[src/rtl/lirq_pkg.sv]
package lirq_pkg;
  localparam int LINES_PER_WORD = 32;
  typedef logic [LINES_PER_WORD-1:0] lirq_word_t;

  function automatic int idx_width(input int n);
    return (n > 1) ? $clog2(n) : 1;
  endfunction
endpackage

[src/rtl/lirq_sync.sv]
module lirq_sync #(
  parameter int WIDTH = 64
) (
  input  logic             clk,
  input  logic             rst,
  input  logic [WIDTH-1:0] d,
  output logic [WIDTH-1:0] q
);
  logic [WIDTH-1:0] meta_q;

  always_ff @(posedge clk) begin
    if (rst) begin
      meta_q <= '0;
      q      <= '0;
    end else begin
      meta_q <= d;
      q      <= meta_q;
    end
  end
endmodule

[src/rtl/lirq_decode.sv]
module lirq_decode #(
  parameter int NUM_CPUS  = 2,
  parameter int NUM_WORDS = 2,
  parameter int ADDR_W    = 12,
  localparam int CPU_W    = lirq_pkg::idx_width(NUM_CPUS),
  localparam int GRP_W    = lirq_pkg::idx_width(NUM_WORDS)
) (
  input  logic [ADDR_W-1:0] addr,
  output logic              hit,
  output logic [CPU_W-1:0]  cpu_sel,
  output logic              is_status,
  output logic [GRP_W-1:0]  group
);
  localparam int AW2 = ADDR_W - 2;
  localparam logic [AW2-1:0] BANK_SLOTS = AW2'(2 * NUM_WORDS);
  localparam logic [AW2-1:0] NW         = AW2'(NUM_WORDS);
  localparam logic [AW2-1:0] NC         = AW2'(NUM_CPUS);
  localparam logic [AW2-1:0] ONE        = AW2'(1);

  logic [AW2-1:0] word_addr;
  logic [AW2-1:0] bank_idx;
  logic [AW2-1:0] slot;
  logic [AW2-1:0] grp_full;
  logic [1:0]     unused_lo;

  assign unused_lo = addr[1:0];
  assign word_addr = addr[ADDR_W-1:2];
  assign bank_idx  = word_addr / BANK_SLOTS;
  assign slot      = word_addr % BANK_SLOTS;
  assign hit       = (bank_idx < NC);
  assign is_status = (slot >= NW);
  assign cpu_sel   = CPU_W'(bank_idx);

  // reversed order: lowest slot of a group holds the highest lines
  always_comb begin
    if (is_status) grp_full = BANK_SLOTS - ONE - slot;
    else           grp_full = NW - ONE - slot;
  end
  assign group = GRP_W'(grp_full);
endmodule

[src/rtl/lirq_bank.sv]
module lirq_bank #(
  parameter int NUM_WORDS = 2,
  localparam int GRP_W    = lirq_pkg::idx_width(NUM_WORDS),
  localparam int LINES    = 32 * NUM_WORDS
) (
  input  logic             clk,
  input  logic             rst,
  input  logic             wr_en,
  input  logic [GRP_W-1:0] wr_group,
  input  logic [31:0]      wr_data,
  input  logic [LINES-1:0] status,
  output logic [LINES-1:0] enable,
  output logic             irq
);
  lirq_pkg::lirq_word_t en_q [NUM_WORDS];

  for (genvar g = 0; g < NUM_WORDS; g++) begin : g_word
    always_ff @(posedge clk) begin
      if (rst)                                  en_q[g] <= '0;
      else if (wr_en && wr_group == GRP_W'(g))  en_q[g] <= wr_data;
    end
    assign enable[g*32 +: 32] = en_q[g];
  end

  always_ff @(posedge clk) begin
    if (rst) irq <= 1'b0;
    else     irq <= |(status & enable);
  end


  en_reset_chk: assert property (@(posedge clk)
    $past(rst) |-> (enable == '0 && !irq));


  en_hold_chk: assert property (@(posedge clk) disable iff (rst)
    !$past(wr_en) |-> $stable(enable));


  irq_follow_chk: assert property (@(posedge clk) disable iff (rst)
    irq == $past(|(status & enable)));
endmodule

[src/rtl/lvl_irq_router.sv]
module lvl_irq_router #(
  parameter int NUM_CPUS  = 2,
  parameter int NUM_WORDS = 2,
  parameter int ADDR_W    = 12,
  localparam int CPU_W    = lirq_pkg::idx_width(NUM_CPUS),
  localparam int GRP_W    = lirq_pkg::idx_width(NUM_WORDS),
  localparam int LINES    = 32 * NUM_WORDS
) (
  input  logic                clk,
  input  logic                rst,
  input  logic [LINES-1:0]    irq_in,
  input  logic                bus_valid,
  output logic                bus_ready,
  input  logic                bus_write,
  input  logic [ADDR_W-1:0]   bus_addr,
  input  logic [31:0]         bus_wdata,
  output logic                rsp_valid,
  output logic [31:0]         rsp_rdata,
  output logic [NUM_CPUS-1:0] cpu_irq
);
  logic [LINES-1:0]                status_w;
  logic                            dec_hit;
  logic [CPU_W-1:0]                dec_cpu;
  logic                            dec_status;
  logic [GRP_W-1:0]                dec_group;
  logic [NUM_CPUS-1:0][LINES-1:0]  en_all;
  logic [NUM_CPUS-1:0]             wr_en;
  logic [LINES-1:0]                en_sel;
  logic [31:0]                     rd_word;

  assign bus_ready = 1'b1;

  lirq_sync #(.WIDTH(LINES)) u_sync (
    .clk(clk), .rst(rst), .d(irq_in), .q(status_w)
  );

  lirq_decode #(.NUM_CPUS(NUM_CPUS), .NUM_WORDS(NUM_WORDS), .ADDR_W(ADDR_W)) u_dec (
    .addr(bus_addr), .hit(dec_hit), .cpu_sel(dec_cpu),
    .is_status(dec_status), .group(dec_group)
  );

  for (genvar c = 0; c < NUM_CPUS; c++) begin : g_cpu
    assign wr_en[c] = bus_valid && bus_write && dec_hit && !dec_status
                      && (dec_cpu == CPU_W'(c));
    lirq_bank #(.NUM_WORDS(NUM_WORDS)) u_bank (
      .clk(clk), .rst(rst), .wr_en(wr_en[c]), .wr_group(dec_group),
      .wr_data(bus_wdata), .status(status_w), .enable(en_all[c]),
      .irq(cpu_irq[c])
    );
  end

  always_comb begin
    en_sel = '0;
    for (int c = 0; c < NUM_CPUS; c++)
      if (dec_cpu == CPU_W'(c)) en_sel = en_all[c];
  end

  always_comb begin
    rd_word = '0;
    if (dec_hit) begin
      if (dec_status) rd_word = status_w[dec_group*32 +: 32];
      else            rd_word = en_sel[dec_group*32 +: 32];
    end
  end

  always_ff @(posedge clk) begin
    if (rst) begin
      rsp_valid <= 1'b0;
      rsp_rdata <= '0;
    end else begin
      rsp_valid <= bus_valid && !bus_write;
      rsp_rdata <= (bus_valid && !bus_write) ? rd_word : 32'h0;
    end
  end


  rsp_only_reads_chk: assert property (@(posedge clk) disable iff (rst)
    rsp_valid |-> $past(bus_valid && !bus_write));


  miss_zero_chk: assert property (@(posedge clk) disable iff (rst)
    (rsp_valid && $past(!dec_hit)) |-> rsp_rdata == 32'h0);


  ignored_write_chk: assert property (@(posedge clk) disable iff (rst)
    (bus_valid && bus_write && (!dec_hit || dec_status)) |=> $stable(en_all));


  ready_high_chk: assert property (@(posedge clk) bus_ready);
endmodule

[config.mk]
export PLATFORM = sky130hd
export DESIGN_NAME = lvl_irq_router
export DESIGN_NICKNAME = d
export VERILOG_FILES = /design/src/rtl/lirq_pkg.sv /design/src/rtl/lirq_sync.sv /design/src/rtl/lirq_decode.sv /design/src/rtl/lirq_bank.sv /design/src/rtl/lvl_irq_router.sv
export SDC_FILE = /design/constraint.sdc
export NUM_CORES = 1
export LEC_CHECK = 0
export ABC_AREA = 1
export BUFFER_PORTS_ARGS = -buffer_cell sky130_fd_sc_hd__buf_2
export CORE_AREA = 2 2 145 147
export DETAILED_ROUTE_END_ITERATION = 8
export DIE_AREA = 0 0 147 149
export PLACE_DENSITY_LB_ADDON = 0.08
export REMOVE_ABC_BUFFERS = 1
export SYNTH_ARGS = -nofsm -noshare
export SYNTH_HDL_FRONTEND = slang
export SYNTH_SLANG_ARGS = --single-unit
[constraint.sdc]
create_clock -name clk -period 3.4 [get_ports clk]
set_clock_uncertainty 0.05 [all_clocks]
set_input_delay 0.17 -clock clk [delete_from_list [all_inputs] [get_ports clk]]
set_output_delay 0.17 -clock clk [all_outputs]
set_load 0.02 [all_outputs]
==> impl_results.md, run 1 <==
* Total GRT Usage at 27.0%
* 1st-iter DRT viols at 713
* Initial antenna violation count at 1
* Most common cell after layout, fill and taps aside: nor2_1
* Pint at 5.80 mW
* Final Hold Fails at 0
* Final cell count without fillers at 1,878
* Starting Density at 61.1%
* Clock Tree Buf Depth at 3
* PwrDens at 504 mW/mm2
* RSZ-0062 raised after global routing: false
* Cell count after placement at 1,742
* Crit start category: input port
* Synth Warn # at 0
* FF-to-FF Start: g_cpu[0].u_bank.en_q[0][29]
* DPL Wire Length at 17.2 mm
* Top sig layer: met4
* Share of cells above drive strength 1 at 20.8%
* Final setup violation count at 0
* Met3 WL post-DR at 2.06 mm
* Final slew viol count at 0
* Switching part of the total at 23.2%
* CTS Hold Buffers Added at 82
* Post-DRT Antenna Nets at 0
* Worst path required time at 3.78 ns
* Vias per inst at 5.19
* Worst Hold Class: in2reg
* F_max at 483 MHz
* Metal2 WL at 14.7 mm
* DRC at 0
* R2r setup slk at 1.93 ns
* Slew margin rel. at 36.8%
* Die area at 0.0219 mm2
* Largest net degree at the start of global routing at 154
* TritonRoute pass-1 iters at 8
* H-tree depth at 1
* Num CTS Buffers at 29
* Most frequent cells in the layout: nor2_1, nand2_1, dfxtp_1
* Core area at 0.0206 mm2
* Worst skew pair latency at 0.54 ns
* Fillers at 1,545
* Netlist cell types at 27
* Fin crit share at 60.9%
* Worst Hold Depth at 3
* Crit path max fanout at 54
* Sequential Power Share at 51.3%
* Comb pwr share at 8.4%
* Clock sinks at 291
* Outcome: finished, final reports clean
* Worst vdd ir at 384 uV
* Clk pwr share at 40.2%
* Cell count after synthesis at 1,387
* Sequential fraction of the synthesis area at 56.6%
* Clock Pin Slew Worst Setup and Hold Paths at 0.06 ns
* Vias post-DR at 9,744
* Die height at 149 um
* Main area contributors after synthesis: edfxtp_1, dfxtp_1, nor3_2
* Worst reg2reg path endpoint: g_cpu[0].u_bank.irq
* First-pass GRT wire length at 46.8 mm
* Row count at 53
* Period minus WS final at 2.07 ns
* Static leakage at 6.53 nW
* Fin nets at 1,692
* Detail-routed net length per standard cell at 15.9 um
* FF-to-FF path depth at 8
* Post-Route WL at 29.8 mm
* Worst Tran Pin Value at 0.945 ns
* Chip Width at 147 um
* Vias in the first global route at 9,378
* Hold Path Origin: bus_wdata[31]
* Total negative setup slack at 0 ns
* Post-Syn Area at 0.0126 mm2
* Avg Inst Size Synth at 9.06 um2
* Worst Hold Path EP: g_cpu[0].u_bank.en_q[1][31]
* Kind of end point of the critical path: register
* I/O pins at 148
* GPL Wtd Cong at 0.907
* Met1 Routed Length at 12.3 mm
* Area grow syn2layout at 19.2%
* Post-CTS repair timing setup buffer count at 0
* Net switching power at 1.75 mW
* Max_cap viols at 0
* Setup CP Type: in2reg
* Global route overflow at 0
* Root buffer cell: clkbuf_16
* Post-CTS Resized at 0
* CTS tree: done
* Yosys top cell area share at 30.6%
* Synthesis-stage register bit count at 291
* Area leader, netlist: edfxtp_1
* IO buf count at 144
* WP data arrival at 2.44 ns
worst max-delay path, cell delays in order:
cell	delay [ns]
dlygate4sd3_1	0.56
buf_8	0.22
inv_2	0.18
nand2_1	0.07
nor2_1	0.15
nand2_2	0.56
a21oi_1	0.45
kinds of logic after synthesis:
family	after synthesis	share of synthesized area [%]
buffers and inverters	245	9.38
AND/OR/NAND/NOR	690	27.2
flip-flops	291	56.6
other	1	0.0298
AO/OA/AOI/OAI	160	6.81
worst max-delay path by stage:
| stage | from | end | cells after the start |
|---|---|---|---|
| 2_1_floorplan | bus_addr[4] | g_cpu[0].u_bank.en_q[0][0] | 3 |
| 3_3_place_gp | bus_addr[4] | g_cpu[0].u_bank.en_q[1][0] | 5 |
| 3_5_place_dp | bus_addr[4] | g_cpu[0].u_bank.en_q[1][1] | 5 |
| 4_1_cts | rst | rsp_rdata[10] | 7 |
| 5_1_grt | rst | rsp_rdata[10] | 7 |
| 6_report | rst | rsp_rdata[30] | 7 |
layer usage:
layer | GRT usage, % | up-vias
met5 | 0 | -
met4 | 8.80 | 0
met3 | 4.07 | 63
met2 | 47.9 | 386
met1 | 34.2 | 4497
li1 | - | 4798
area by class of cell:
type	instances	area (um2)	share of cell area, %
antenna	1	2.50	0.0167
clock buffer	47	880	5.87
clock inverter	6	32.5	0.217
inverter	164	621	4.14
multi-input combinational	851	4280	28.6
sequential	291	7110	47.4
tap	275	344	2.30
timing repair buffer	243	1720	11.5
power by group through the flow:
| stage | Combinational [mW] | Clock [mW] | Sequential (mW) |
|---|---|---|---|
| 4_1_cts | 0.631 | 3.07 | 3.87 |
| 2_1_floorplan | 0.295 | 0 | 3.93 |
| 3_5_place_dp | 0.557 | 0 | 3.95 |
| 5_1_grt | 0.709 | 3.20 | 3.89 |
| 6_report | 0.636 | 3.04 | 3.87 |
| 3_3_place_gp | 0.545 | 0 | 3.94 |
through the flow:
stage / total power [mW] / setup slack (ns) / utilization, % / hold WS, ns / instance area (um2)
2_1_floorplan: 4.22 / 0.981 / - / 0.191 / 12000
3_3_place_gp: 4.49 / 1.03 / 64.4 / 0.318 / 13200
3_5_place_dp: 4.50 / 0.972 / 64.4 / 0.318 / 13200
4_1_cts: 7.57 / 1.40 / 72.9 / 0.000200 / 15000
5_1_grt: 7.80 / 1.27 / 72.9 / 0.0218 / 15000
6_report: 7.55 / 1.33 / 72.9 / 0.00804 / 15000
registers in the layout (all words and copies together), names as in the netlist:
name and flops:
u_sync.meta_q 64, u_sync.q 64, rsp_rdata 32, rsp_valid 1
g_cpu.u_bank.en_q 128, g_cpu.u_bank.irq 2
Yosys cell counts:
cell type / instances
inv_2: 2
o21ai_1: 8
a21oi_1: 28
nand2_2: 1
buf_8: 2
nand2_1: 251
edfxtp_1: 128
clkbuf_1: 15
buf_6: 19
conb_1: 1
clkbuf_2: 4
inv_4: 2
o22ai_1: 32
and2b_4: 1
buf_12: 2
nor2_1: 303
buf_4: 4
buf_1: 6
buf_2: 29
nor2_4: 1
inv_1: 160
nor3_2: 116
nor3_1: 13
a21oi_2: 4
nand4_4: 4
o21ai_0: 88
dfxtp_1: 163
No activity file was read; power rests on OpenSTA's default activity.
==> run 2: changes to the inputs <==
CORE_AREA = 2 2 157 159   (was 2 2 145 147)
DIE_AREA = 0 0 159 161   (was 0 0 147 149)
clock period = 1.79 ns   (was 3.4 ns; I/O delays follow)
==> impl_results.md, run 2 (same netlist as run 1, synthesis figures left out) <==
* Outcome: finished, final reports clean
* FF+latch area at 0.00711 mm2 (unchanged)
* Kind of end point of the critical path: register
* H-tree depth at 1 (unchanged)
* Largest regs: g_cpu.u_bank.en_q: 128 flops, u_sync.meta_q: 64 flops, u_sync.q: 64 flops
* Worst Hold Class: in2reg
* TritonRoute pass-1 iters at 5 (-3)
* Final hold slack at 0.0308 ns (+0.0227 ns)
* Share of cells above drive strength 1 at 22.0% (+1.2 points)
* Metal2 WL at 15.0 mm (+1.7%)
* Final setup violation count at 0 (unchanged)
* Clock Pin Slew Worst Setup and Hold Paths at 0.06 ns (about the same)
* Worst skew pair latency at 0.55 ns (about the same)
* Worst path required time at 2.20 ns (-1.58 ns)
* Final cell count without fillers at 1,961 (+4.4%)
* Antenna cells at 0 (-1)
* Clock sinks at 291 (unchanged)
* Starting Density at 52.4% (-8.7 points)
* Comb pwr share at 8.5% (about the same)
* Initial antenna violation count at 0 (-1)
* GPL Wtd Cong at 0.834 (-8.0%)
* Final slew viol count at 0 (unchanged)
* Period minus WS final at 1.64 ns
* Total GRT Usage at 23.5% (-3.4 points)
* Die height at 161 um (+8.1%)
* F_max at 609 MHz
* Post-CTS Resized at 0 (unchanged)
* Tot Pwr at 15.1 mW (+100%)
* Fin nets at 1,725 (+2.0%)
* Worst vdd ir at 624 uV (+63%)
* Global route overflow at 0 (unchanged)
* Crit-path leading delay family: buffers and inverters
* Vias per inst at 4.97 (-4.3%)
* Met3 WL post-DR at 1.63 mm (-21%)
* Final Instance Area at 0.0156 mm2 (+4.0%)
* Root buffer cell: clkbuf_16
* Post-DRT Antenna Nets at 0 (unchanged)
* DP Area at 0.0135 mm2 (+2.1%)
* Slowest Stage Delay on Critical Path at 0.56 ns (about the same)
* PwrDens at 972 mW/mm2 (+93%)
* Slowest cell on the critical path: dlygate4sd3_1
* Static leakage at 6.78 nW (+3.9%)
* Slew margin rel. at 55.7% (+19 points)
* First-pass GRT wire length at 48.1 mm (+2.7%)
* Chip Width at 159 um (+8.2%)
* WP data arrival at 2.05 ns (-0.39 ns)
* Final Hold Fails at 0 (unchanged)
* Crit path cell chain: dlygate4sd3_1 -> buf_2 -> nor2_1 -> dlygate4sd3_1 -> buf_4 -> nand2_2 -> buf_4 -> a21oi_1
* Row count at 57 (+7.5%)
* Met1 Routed Length at 12.9 mm (+5.4%)
* Total negative setup slack at 0 ns (unchanged)
* DRC at 0 (unchanged)
* Max_cap viols at 0 (unchanged)
* IO buf count at 144 (unchanged)
* CTS tree: done
* Fin crit share at 91.7%
* Area of the multi-input gates at 0.00428 mm2 (unchanged)
* Area grow syn2layout at 24.0%
* DPL Wire Length at 18.3 mm (+6.4%)
* Crit start category: input port
* Top sig layer: met4
* Clk pwr share at 42.9% (+2.7 points)
* 1st-iter DRT viols at 665 (-6.7%)
* Max reg flops at 128 (unchanged)
* Worst Tran Pin Value at 0.665 ns (-0.280 ns)
* Most frequent cells in the layout: nor2_1, nand2_1, dfxtp_1
* Vias post-DR at 9,737 (-0.072%)
* Most common cell after layout, fill and taps aside: nor2_1
* Largest net degree at the start of global routing at 120 (-22%)
* Sequential Power Share at 48.6% (-2.7 points)
* Post-Route WL at 30.4 mm (+2.1%)
* Fillers at 1,983 (+28%)
* Num CTS Buffers at 31 (+6.9%)
* Pint at 11.7 mW (+100%)
* Detail-routed net length per standard cell at 15.5 um (-2.2%)
* Vias in the first global route at 9,517 (+1.5%)
* Die area at 0.0256 mm2 (+17%)
* Most flops, register: g_cpu.u_bank.en_q
* I/O pins at 148 (unchanged)
* Core area at 0.0240 mm2 (+17%)
* Crit path max fanout at 15 (-72%)
* Buf/Inv on CP at 5 (+2)
* RSZ-0062 raised after global routing: false
* Setup CP Type: in2reg
* Clock Tree Buf Depth at 3 (unchanged)
* Switching part of the total at 22.8% (-0.36 points)
* Cell count after placement at 1,805 (+3.6%)
* Net switching power at 3.45 mW (+98%)
run 2: changes by cell type in the layout (fill, tap and decap cells not counted), moves of 5 or more:
cell | before | now
clkbuf_1 | 11 | 2
buf_12 | 3 | 12
clkinv_2 | 3 | 10
buf_4 | 14 | 19
dlygate4sd3_1 | 82 | 99
run 2: worst reg2reg max path: stages (launching register included):
cell	delay (ns)
edfxtp_1	0.39
nand2_1	0.07
nand2_1	0.06
nor2_1	0.17
nand2_1	0.07
nor2_1	0.24
nand2_1	0.09
nor2_1	0.09
nor2_1	0.04
run 2: timing repair:
item,in CTS,in global routing
hold buffers,99,0
setup buffers,0,0
endpoints found under the hold margin,199,0
endpoints found under the setup margin,0,0
run 2: power groups by stage:
stage	logic, mW	clock network, mW	registers, mW
2_1_floorplan	0.560	0	7.46
3_3_place_gp	1.09	0	7.50
3_5_place_dp	1.11	0	7.50
4_1_cts	1.28	6.63	7.36
5_1_grt	1.42	6.87	7.39
6_report	1.28	6.50	7.36
run 2: stage by stage:
stage / util (%) / setup WS (ns)
after detailed placement: 56.4 / 0.153
after CTS: 65.0 / 0.181
after global routing: 65.0 / 0.0368
final: 65.0 / 0.149
after global placement: 56.4 / 0.167
after floorplan: - / -0.549
run 2: final cells by class:
| cell class | instances | area share [%] |
|---|---|---|
| clock buffers | 41 | 5.81 |
| clock inverters | 16 | 1.00 |
| inverters | 164 | 3.98 |
| multi-input cells | 851 | 27.5 |
| flip-flops and latches | 291 | 45.6 |
| well taps | 324 | 2.60 |
| repair buffers | 274 | 13.5 |
run 2: final timing paths:
check | from | endpoint | slack (ns) | depth (start not counted)
setup reg to reg | g_cpu[1].u_bank.en_q[1][26] | g_cpu[1].u_bank.irq | 0.38 | 8
hold / removal | rst | u_sync.meta_q[27] | 0.03 | 3
hold reg to reg | u_sync.meta_q[54] | u_sync.q[54] | 0.35 | 2
setup / recovery | bus_write | rsp_rdata[0] | 0.15 | 8
run 2: metal layers:
metal / vias to the layer above / global-route usage [%]
li1: 4863 / -
met5: - / 0
met4: 0 / 7.56
met3: 69 / 2.93
met2: 301 / 42.0
met1: 4504 / 30.0
